File: src/rtl/dsp_load_pkg.sv
`timescale 1ns/1ps
package dsp_load_pkg;
  localparam int BYTE_W     = 8;
  localparam int ADDR_W     = 16;
  localparam int PROG_W     = 32;
  localparam int DATA_W     = 16;
  localparam int ADDR_BYTES = ADDR_W / BYTE_W;
  localparam int PROG_BYTES = PROG_W / BYTE_W;
  localparam int DATA_BYTES = DATA_W / BYTE_W;
  localparam int BCNT_W     = $clog2(PROG_BYTES);

  localparam logic [BYTE_W-1:0] CMD_ADDR = 8'h0C;
  localparam logic [BYTE_W-1:0] CMD_PROG = 8'h0A;
  localparam logic [BYTE_W-1:0] CMD_COEF = 8'h09;
  localparam logic [BYTE_W-1:0] CMD_OFF  = 8'h08;

  typedef enum logic [1:0] {TGT_NONE, TGT_PROG, TGT_COEF, TGT_OFF} tgt_e;

  typedef struct packed {
    logic shiftIn;
    logic ldPtr;
    logic incPtr;
    logic holdLoad;
    logic holdToBuf;
    logic latchStart;
    logic bufWr;
    logic commitWr;
    logic directWr;
    tgt_e wrSel;
  } strobe_t;
endpackage

File: src/rtl/dsp_load_ctrl.sv
`timescale 1ns/1ps
module dsp_load_ctrl
  import dsp_load_pkg::*;
#(
  parameter int BUF_DEPTH = 32,
  localparam int IDX_W = $clog2(BUF_DEPTH),
  localparam int CNT_W = $clog2(BUF_DEPTH + 1)
) (
  input  logic              clk,
  input  logic              rstN,
  input  logic              hostStb,
  input  logic              hostIsCmd,
  input  logic [BYTE_W-1:0] hostByte,
  input  logic              bufModeEn,
  input  logic              batchEnd,
  input  logic              sampleStb,
  input  logic              addrMismatch,
  input  logic              pastProg,
  input  logic              pastCoef,
  input  logic              pastOff,
  output strobe_t           strb,
  output logic [IDX_W-1:0]  bufIdx,
  output logic              errFlag
);
  tgt_e              tgt, commitTgt;
  logic              addrPhase, buffered, holdValid, pending, committing;
  logic [BCNT_W-1:0] byteCnt, needLast;
  logic [CNT_W-1:0]  count;
  logic [IDX_W-1:0]  idx;
  logic              busy, openBatch, wordDone, selCmd, pastTgt, pastSel;
  tgt_e              selTgt;

  assign busy      = pending | committing;
  assign openBatch = buffered && (tgt == TGT_COEF || tgt == TGT_OFF) && count != '0 && !busy;
  assign needLast  = addrPhase ? BCNT_W'(ADDR_BYTES - 1)
                   : (tgt == TGT_PROG) ? BCNT_W'(PROG_BYTES - 1) : BCNT_W'(DATA_BYTES - 1);
  assign wordDone  = hostStb && !hostIsCmd && byteCnt == needLast;
  assign selCmd    = hostStb && hostIsCmd && (hostByte == CMD_COEF || hostByte == CMD_OFF);
  assign selTgt    = (hostByte == CMD_COEF) ? TGT_COEF : TGT_OFF;
  assign pastTgt   = (tgt == TGT_COEF) ? pastCoef : (tgt == TGT_OFF) ? pastOff : pastProg;
  assign pastSel   = (selTgt == TGT_COEF) ? pastCoef : pastOff;
  assign bufIdx    = committing ? idx : count[IDX_W-1:0];

  always_comb begin
    strb = '0;
    strb.wrSel = TGT_NONE;
    strb.shiftIn = hostStb && !hostIsCmd;
    if (committing) begin
      strb.commitWr = 1'b1;
      strb.wrSel = commitTgt;
    end
    if (wordDone) begin
      if (addrPhase) strb.ldPtr = 1'b1;
      else begin
        case (tgt)
          TGT_NONE: strb.holdLoad = bufModeEn;
          TGT_PROG: if (!busy && !pastProg) begin
            strb.directWr = 1'b1; strb.wrSel = TGT_PROG; strb.incPtr = 1'b1;
          end
          default: if (!busy && !pastTgt) begin
            if (!buffered) begin
              strb.directWr = 1'b1; strb.wrSel = tgt; strb.incPtr = 1'b1;
            end else if (count != CNT_W'(BUF_DEPTH)) begin
              strb.bufWr = 1'b1; strb.incPtr = 1'b1; strb.latchStart = (count == '0);
            end
          end
        endcase
      end
    end
    if (selCmd && !busy && bufModeEn && holdValid && !pastSel) begin
      strb.holdToBuf = 1'b1; strb.latchStart = 1'b1; strb.incPtr = 1'b1;
    end
  end

  always_ff @(posedge clk or negedge rstN) begin
    if (!rstN) begin
      tgt <= TGT_NONE; commitTgt <= TGT_NONE;
      addrPhase <= 1'b0; buffered <= 1'b0; holdValid <= 1'b0;
      pending <= 1'b0; committing <= 1'b0; errFlag <= 1'b0;
      byteCnt <= '0; count <= '0; idx <= '0;
    end else begin
      if (hostStb && hostIsCmd) begin
        byteCnt <= '0;
        if (hostByte == CMD_ADDR) addrPhase <= 1'b1;
        else if (hostByte == CMD_PROG && !busy) begin
          tgt <= TGT_PROG; addrPhase <= 1'b0; holdValid <= 1'b0; count <= '0;
        end else if (selCmd && !busy) begin
          tgt <= selTgt; buffered <= bufModeEn; addrPhase <= 1'b0;
          holdValid <= 1'b0; count <= '0;
          if (bufModeEn && holdValid) begin
            if (pastSel) begin errFlag <= 1'b1; tgt <= TGT_NONE; end
            else count <= CNT_W'(1);
          end
        end
      end else if (wordDone) begin
        byteCnt <= '0;
        if (addrPhase) begin
          addrPhase <= 1'b0;
          if (!openBatch) tgt <= TGT_NONE;
          else if (addrMismatch) begin
            errFlag <= 1'b1; tgt <= TGT_NONE; count <= '0;
          end
        end else begin
          case (tgt)
            TGT_NONE: if (bufModeEn) holdValid <= 1'b1;
            TGT_PROG: if (busy) errFlag <= 1'b1;
                      else if (pastProg) begin errFlag <= 1'b1; tgt <= TGT_NONE; end
            default: begin
              if (busy) errFlag <= 1'b1;
              else if (pastTgt || (buffered && count == CNT_W'(BUF_DEPTH))) begin
                errFlag <= 1'b1; tgt <= TGT_NONE; count <= '0;
              end else if (buffered) count <= count + 1'b1;
            end
          endcase
        end
      end else if (hostStb) byteCnt <= byteCnt + 1'b1;

      if (batchEnd && openBatch) begin
        pending <= 1'b1; commitTgt <= tgt;
      end
      if (committing) begin
        idx <= idx + 1'b1;
        if (CNT_W'(idx) + 1'b1 == count) begin
          committing <= 1'b0; count <= '0; idx <= '0;
        end
      end else if (pending && sampleStb) begin
        committing <= 1'b1; pending <= 1'b0; idx <= '0;
      end
    end
  end

  p_no_overflow_r10: assert property (@(posedge clk) disable iff (!rstN)
    count <= CNT_W'(BUF_DEPTH));
  p_err_sticky_r13: assert property (@(posedge clk) disable iff (!rstN)
    errFlag |=> errFlag);
  p_pend_waits_r9: assert property (@(posedge clk) disable iff (!rstN)
    pending && !sampleStb |=> pending);
  p_commit_on_strobe_r9: assert property (@(posedge clk) disable iff (!rstN)
    $rose(committing) |-> $past(sampleStb));
endmodule

File: src/rtl/dsp_load_path.sv
`timescale 1ns/1ps
module dsp_load_path
  import dsp_load_pkg::*;
#(
  parameter int BUF_DEPTH  = 32,
  parameter int PROG_DEPTH = 256,
  parameter int COEF_DEPTH = 64,
  parameter int OFF_DEPTH  = 64,
  localparam int IDX_W = $clog2(BUF_DEPTH)
) (
  input  logic              clk,
  input  logic              rstN,
  input  logic [BYTE_W-1:0] hostByte,
  input  strobe_t           strb,
  input  logic [IDX_W-1:0]  bufIdx,
  output logic              addrMismatch,
  output logic              pastProg,
  output logic              pastCoef,
  output logic              pastOff,
  output logic              progWe,
  output logic              coefWe,
  output logic              offWe,
  output logic [ADDR_W-1:0] wrAddr,
  output logic [PROG_W-1:0] wrData
);
  logic [PROG_W-BYTE_W-1:0] shiftReg;
  logic [PROG_W-1:0]        wordNow;
  logic [ADDR_W-1:0]        ptr, startAddr;
  logic [DATA_W-1:0]        hold;
  logic [DATA_W-1:0]        bufMem [BUF_DEPTH];

  assign wordNow      = {shiftReg, hostByte};
  assign addrMismatch = wordNow[ADDR_W-1:0] != ptr;
  assign pastProg     = 32'(ptr) >= PROG_DEPTH;
  assign pastCoef     = 32'(ptr) >= COEF_DEPTH;
  assign pastOff      = 32'(ptr) >= OFF_DEPTH;

  always_ff @(posedge clk or negedge rstN) begin
    if (!rstN) begin
      shiftReg <= '0; ptr <= '0; startAddr <= '0; hold <= '0;
      progWe <= 1'b0; coefWe <= 1'b0; offWe <= 1'b0;
      wrAddr <= '0; wrData <= '0;
    end else begin
      if (strb.shiftIn) shiftReg <= wordNow[PROG_W-BYTE_W-1:0];
      if (strb.ldPtr) ptr <= wordNow[ADDR_W-1:0];
      else if (strb.incPtr) ptr <= ptr + 1'b1;
      if (strb.latchStart) startAddr <= ptr;
      if (strb.holdLoad) hold <= wordNow[DATA_W-1:0];
      progWe <= 1'b0; coefWe <= 1'b0; offWe <= 1'b0;
      if (strb.commitWr || strb.directWr) begin
        progWe <= strb.wrSel == TGT_PROG;
        coefWe <= strb.wrSel == TGT_COEF;
        offWe  <= strb.wrSel == TGT_OFF;
      end
      if (strb.commitWr) begin
        wrAddr <= startAddr + ADDR_W'(bufIdx);
        wrData <= PROG_W'(bufMem[bufIdx]);
      end else if (strb.directWr) begin
        wrAddr <= ptr;
        wrData <= (strb.wrSel == TGT_PROG) ? wordNow : PROG_W'(wordNow[DATA_W-1:0]);
      end
    end
  end

  always_ff @(posedge clk) begin
    if (strb.holdToBuf) bufMem[0] <= hold;
    else if (strb.bufWr) bufMem[bufIdx] <= wordNow[DATA_W-1:0];
  end

  p_onehot_we_r5: assert property (@(posedge clk) disable iff (!rstN)
    $onehot0({progWe, coefWe, offWe}));
  p_commit_ascending_r9: assert property (@(posedge clk) disable iff (!rstN)
    strb.commitWr && $past(strb.commitWr) |=> wrAddr == $past(wrAddr) + ADDR_W'(1));
endmodule

File: src/rtl/dsp_ram_loader.sv
`timescale 1ns/1ps
module dsp_ram_loader
  import dsp_load_pkg::*;
#(
  parameter int BUF_DEPTH  = 32,
  parameter int PROG_DEPTH = 256,
  parameter int COEF_DEPTH = 64,
  parameter int OFF_DEPTH  = 64
) (
  input  logic              clk,
  input  logic              rstN,
  input  logic              hostStb,
  input  logic              hostIsCmd,
  input  logic [BYTE_W-1:0] hostByte,
  input  logic              bufModeEn,
  input  logic              batchEnd,
  input  logic              sampleStb,
  output logic              progWe,
  output logic              coefWe,
  output logic              offWe,
  output logic [ADDR_W-1:0] wrAddr,
  output logic [PROG_W-1:0] wrData,
  output logic              errFlag
);
  localparam int IDX_W = $clog2(BUF_DEPTH);
  strobe_t          strb;
  logic [IDX_W-1:0] bufIdx;
  logic             addrMismatch, pastProg, pastCoef, pastOff;

  dsp_load_ctrl #(.BUF_DEPTH(BUF_DEPTH)) u_ctrl (
    .clk(clk), .rstN(rstN), .hostStb(hostStb), .hostIsCmd(hostIsCmd),
    .hostByte(hostByte), .bufModeEn(bufModeEn), .batchEnd(batchEnd),
    .sampleStb(sampleStb), .addrMismatch(addrMismatch), .pastProg(pastProg),
    .pastCoef(pastCoef), .pastOff(pastOff), .strb(strb), .bufIdx(bufIdx),
    .errFlag(errFlag));

  dsp_load_path #(.BUF_DEPTH(BUF_DEPTH), .PROG_DEPTH(PROG_DEPTH),
                  .COEF_DEPTH(COEF_DEPTH), .OFF_DEPTH(OFF_DEPTH)) u_path (
    .clk(clk), .rstN(rstN), .hostByte(hostByte), .strb(strb), .bufIdx(bufIdx),
    .addrMismatch(addrMismatch), .pastProg(pastProg), .pastCoef(pastCoef),
    .pastOff(pastOff), .progWe(progWe), .coefWe(coefWe), .offWe(offWe),
    .wrAddr(wrAddr), .wrData(wrData));
endmodule

File: config.mk
export PLATFORM = sky130hd
export DESIGN_NAME = dsp_ram_loader
export DESIGN_NICKNAME = d
export VERILOG_FILES = /design/src/rtl/dsp_load_pkg.sv /design/src/rtl/dsp_load_ctrl.sv /design/src/rtl/dsp_load_path.sv /design/src/rtl/dsp_ram_loader.sv
export SDC_FILE = /design/constraint.sdc
export NUM_CORES = 1
export LEC_CHECK = 0
export BUFFER_PORTS_ARGS = -buffer_cell sky130_fd_sc_hd__buf_2
export CAP_MARGIN = 20
export CORE_MARGIN = 2
export CORE_UTILIZATION = 30
export DETAILED_ROUTE_END_ITERATION = 10
export SYNTH_ARGS = -nofsm -noshare
export SYNTH_HDL_FRONTEND = slang
export SYNTH_SLANG_ARGS = --single-unit
File: constraint.sdc
create_clock -name clk -period 3.5 [get_ports clk]
set_input_delay 0.175 -clock clk [delete_from_list [all_inputs] [get_ports clk]]
set_output_delay 0.175 -clock clk [all_outputs]
set_load 0.05 [all_outputs]
==> impl_results.md <==
- Clk Latency, worst-skew pair: between 600 and 700 ps
- Fin Clk Skew: 22.1 ps
- Setup violators final: 0
- Clk sinks: ~660
- Height of the die: approximately 320 um
- Worst vdd ir: between 0.5 and 0.6 mV
- RSZ-0062 raised after global routing: no
- Top FF cell, synth: edfxtp_1
- Number of synthesized flops with an enable pin: around 500
- Post-synth ARST share: between 20 and 25%
- Non-Filler Instances: roughly 3700
- Min-Delay Path Class: in2reg
- Slew @ Worst Pin: approximately 860 ps
- Crit Path Class: reg2reg
- Diode count: 0
- Top-count cell post-synth: edfxtp_1
- Reg2reg path depth: 8
- Vias per inst: roughly 5.8
- Tmin final: 3140 ps
- Via count: between 20000 and 25000
- GRT met2 Usage: between 20 and 30%
- Grt met3 use: ~3.5%
- Max-slew headroom: between 40% and 50%
- Final critical-path share of the clock period: between 80% and 90%
- Gr ovfl total: 0
- CTS tree: done
- Multi-input gate area: 9210 sq um
- Top cell type's share of synthesized area: 52.9%
- MaxCap Viol Count: 0
- Status: finished, final reports clean
- Nets: 2385
- Iter 0 DRT Violations: about 2900
- Post-Route WL: between 90000 and 100000 um
- Port buffer count: between 60 and 70
- Worst Path Max Fanout: 29
- Top cells by count, synth: edfxtp_1 (512), o21ai_0 (286), dfrtp_1 (146)
- WL per Instance: 25.8 um
- Leak Pwr: 11.8 nW
- Top cells by area, synth: edfxtp_1 (53%), dfrtp_1 (13%), o21ai_0 (4.9%)
- P per Cell Area: ~780 nW/um^2
- Io pins: 67
- Seq cells post-synth: around 660
- Syn avg cell area: roughly 13 sq um
- Final Hold Viols: 0
- Global-route wire length before repair: approximately 140000 um
- Die width: between 300 and 400 um
- Hold Path Depth: 3
- Max-slew violations: 0
- Seq/Total Area, Yosys: between 60% and 70%
- Critical path endpoint category: flop
- Mapped Nets: around 2300
- WP data required: 3790 ps
- Worst-path clk slew: approximately 60 ps
- Post_cts resized: 0
- Worst setup SP type: flop
- Placed Cells: roughly 3600
- Cell taking the most area after synthesis: edfxtp_1
- GR Util All Layers: a little under a fifth
- Met1 usage: between 20% and 30%
- Synth unique cells: 79
- Ys Warns: 0
- Initial core utilization: a little over 30%
- CTS Buffer Depth: 3
- # rows: roughly 110
- GP Congestion: roughly 0.93
- Area growth syn-to-layout: 16.7%
- Busiest layer in global routing: met2
- Post-route DRC: 0
- Share of cells above drive strength 1: ~18%
- H-tree levels: 3
- FF+latch area: 19000 sq um
- Initial antenna violation count: 1
- Mapped cell area: 29000 sq um
- Vias in the first global route: ~20000
- Post-route ant nets: 0
- Worst Path Arrival: about 3400 ps
- Filler instances: a little over 9000
- Core box area: 96300 sq um
- FMAX: 319 MHz
- Drt pass-1 iters: 6
- Mapped Cells: approximately 2200
- Largest net degree at the start of global routing: 108
- Root Buffer Master: clkbuf_16
- Hpwl dp: 59700 um
- Util after Layout: between 30% and 40%
- CTS Buf Count: 69
- DIE AREA: ~100000 sq um
sequential cells by signal, summed over array words and instances, names as in the netlist, 5 cells and up:
signal / flops
u_path.hold: 16
u_path.startAddr: 16
u_path.bufMem: 512
u_path.shiftReg: 24
u_path.wrAddr: 16
u_ctrl.count: 6
u_path.wrData: 32
u_path.ptr: 16
u_ctrl.idx: 5
logic make-up after synthesis:
family | share of synthesized area (%)
compound gates | 18.4
xor+xnor | 1.15
fa+ha+maj | 0.500
buf+inv | 3.00
flops | 65.5
mux | 5.38
simple gates | 6.00
cell usage in the layout, fill, tap and decap left out, types with 18 or more instances in the layout:
| master | Yosys | layout |
|---|---|---|
| a31oi_1 | 18 | 18 |
| o21ai_0 | 286 | 286 |
| a21oi_1 | 106 | 105 |
| xor2_1 | 27 | 27 |
| clkbuf_1 | 119 | 19 |
| buf_2 | 40 | 65 |
| a211oi_1 | 19 | 19 |
| dfrtp_1 | 146 | 141 |
| nor3_1 | 27 | 21 |
| a21o_1 | 21 | 21 |
| buf_4 | 1 | 134 |
| clkbuf_16 | 0 | 72 |
| mux2_2 | 80 | 80 |
| nand3_1 | 39 | 39 |
| mux2i_1 | 60 | 59 |
| o211ai_1 | 115 | 115 |
| edfxtp_1 | 512 | 512 |
| o221ai_1 | 24 | 24 |
| o22ai_1 | 31 | 31 |
| a22oi_1 | 31 | 31 |
| nand2_1 | 92 | 91 |
| nor2_1 | 114 | 112 |
| inv_1 | 34 | 33 |
| a221oi_1 | 46 | 46 |
path summary, 6_finish.rpt:
| path | start | endpoint | slack [ps] |
|---|---|---|---|
| min reg2reg | u_ctrl.errFlag | u_ctrl.errFlag | 470 |
| max in group asynchronous | rstN | u_path.wrData[19] | 2390 |
| min | hostByte[1] | u_path.hold[1] | 30 |
| max | u_ctrl.committing | u_path.bufMem[7][7] | 360 |
| max reg2reg | u_ctrl.committing | u_path.bufMem[7][7] | 360 |
| min in group asynchronous | rstN | u_ctrl.errFlag | 160 |
cell type report:
cell class              instances  area share, %
clock buffers                  94           5.65
repair buffers                225           5.17
flip-flops and latches        658           56.2
inverters                      35          0.388
well taps                    1276           4.71
clock inverters                25          0.749
multi-input cells            1370           27.2
metrics by stage:
step           total power, mW  area (sq um)  hold WS [ps]  setup slack [ps]  setup TNS [ps]
6_report                  26.4         33900          32.9               361               0
5_1_grt                   27.3         33900          26.3               257               0
3_3_place_gp              18.9         31600           263               470               0
4_1_cts                   26.3         33900          9.18               407               0
2_1_floorplan             15.3         29000          -121              -254          -12200
3_5_place_dp              19.1         31600           274               441               0
worst max-delay path, cell delays in order, from the launching register on:
cell     delay, ps
dfrtp_4        630
nor2_1         430
nand2_1         90
nor3_1         260
and3_1         270
buf_12         220
nand3_1        290
nor2_1         250
buf_4          340
layer usage:
metal	share of wire, %	vias up
li1	-	9021
met1	40	10900
met2	47	1250
met3	9.8	211
met4	3.9	2
met5	0.014	-
repair_timing:
action,CTS,global route
hold endpoints to repair,84,0
endpoints found under the setup margin,0,0
hold buffers,9,0
buffers inserted,0,0
where the power goes:
part / internal [mW] / total (mW) / switching, mW / leakage [nW]
logic: 2.75 / 9.27 / 6.52 / 4.19
clock network: 4.14 / 7.22 / 3.08 / 1.05
registers: 9.37 / 9.89 / 0.513 / 6.57
Power figures use the tool's default switching activity.
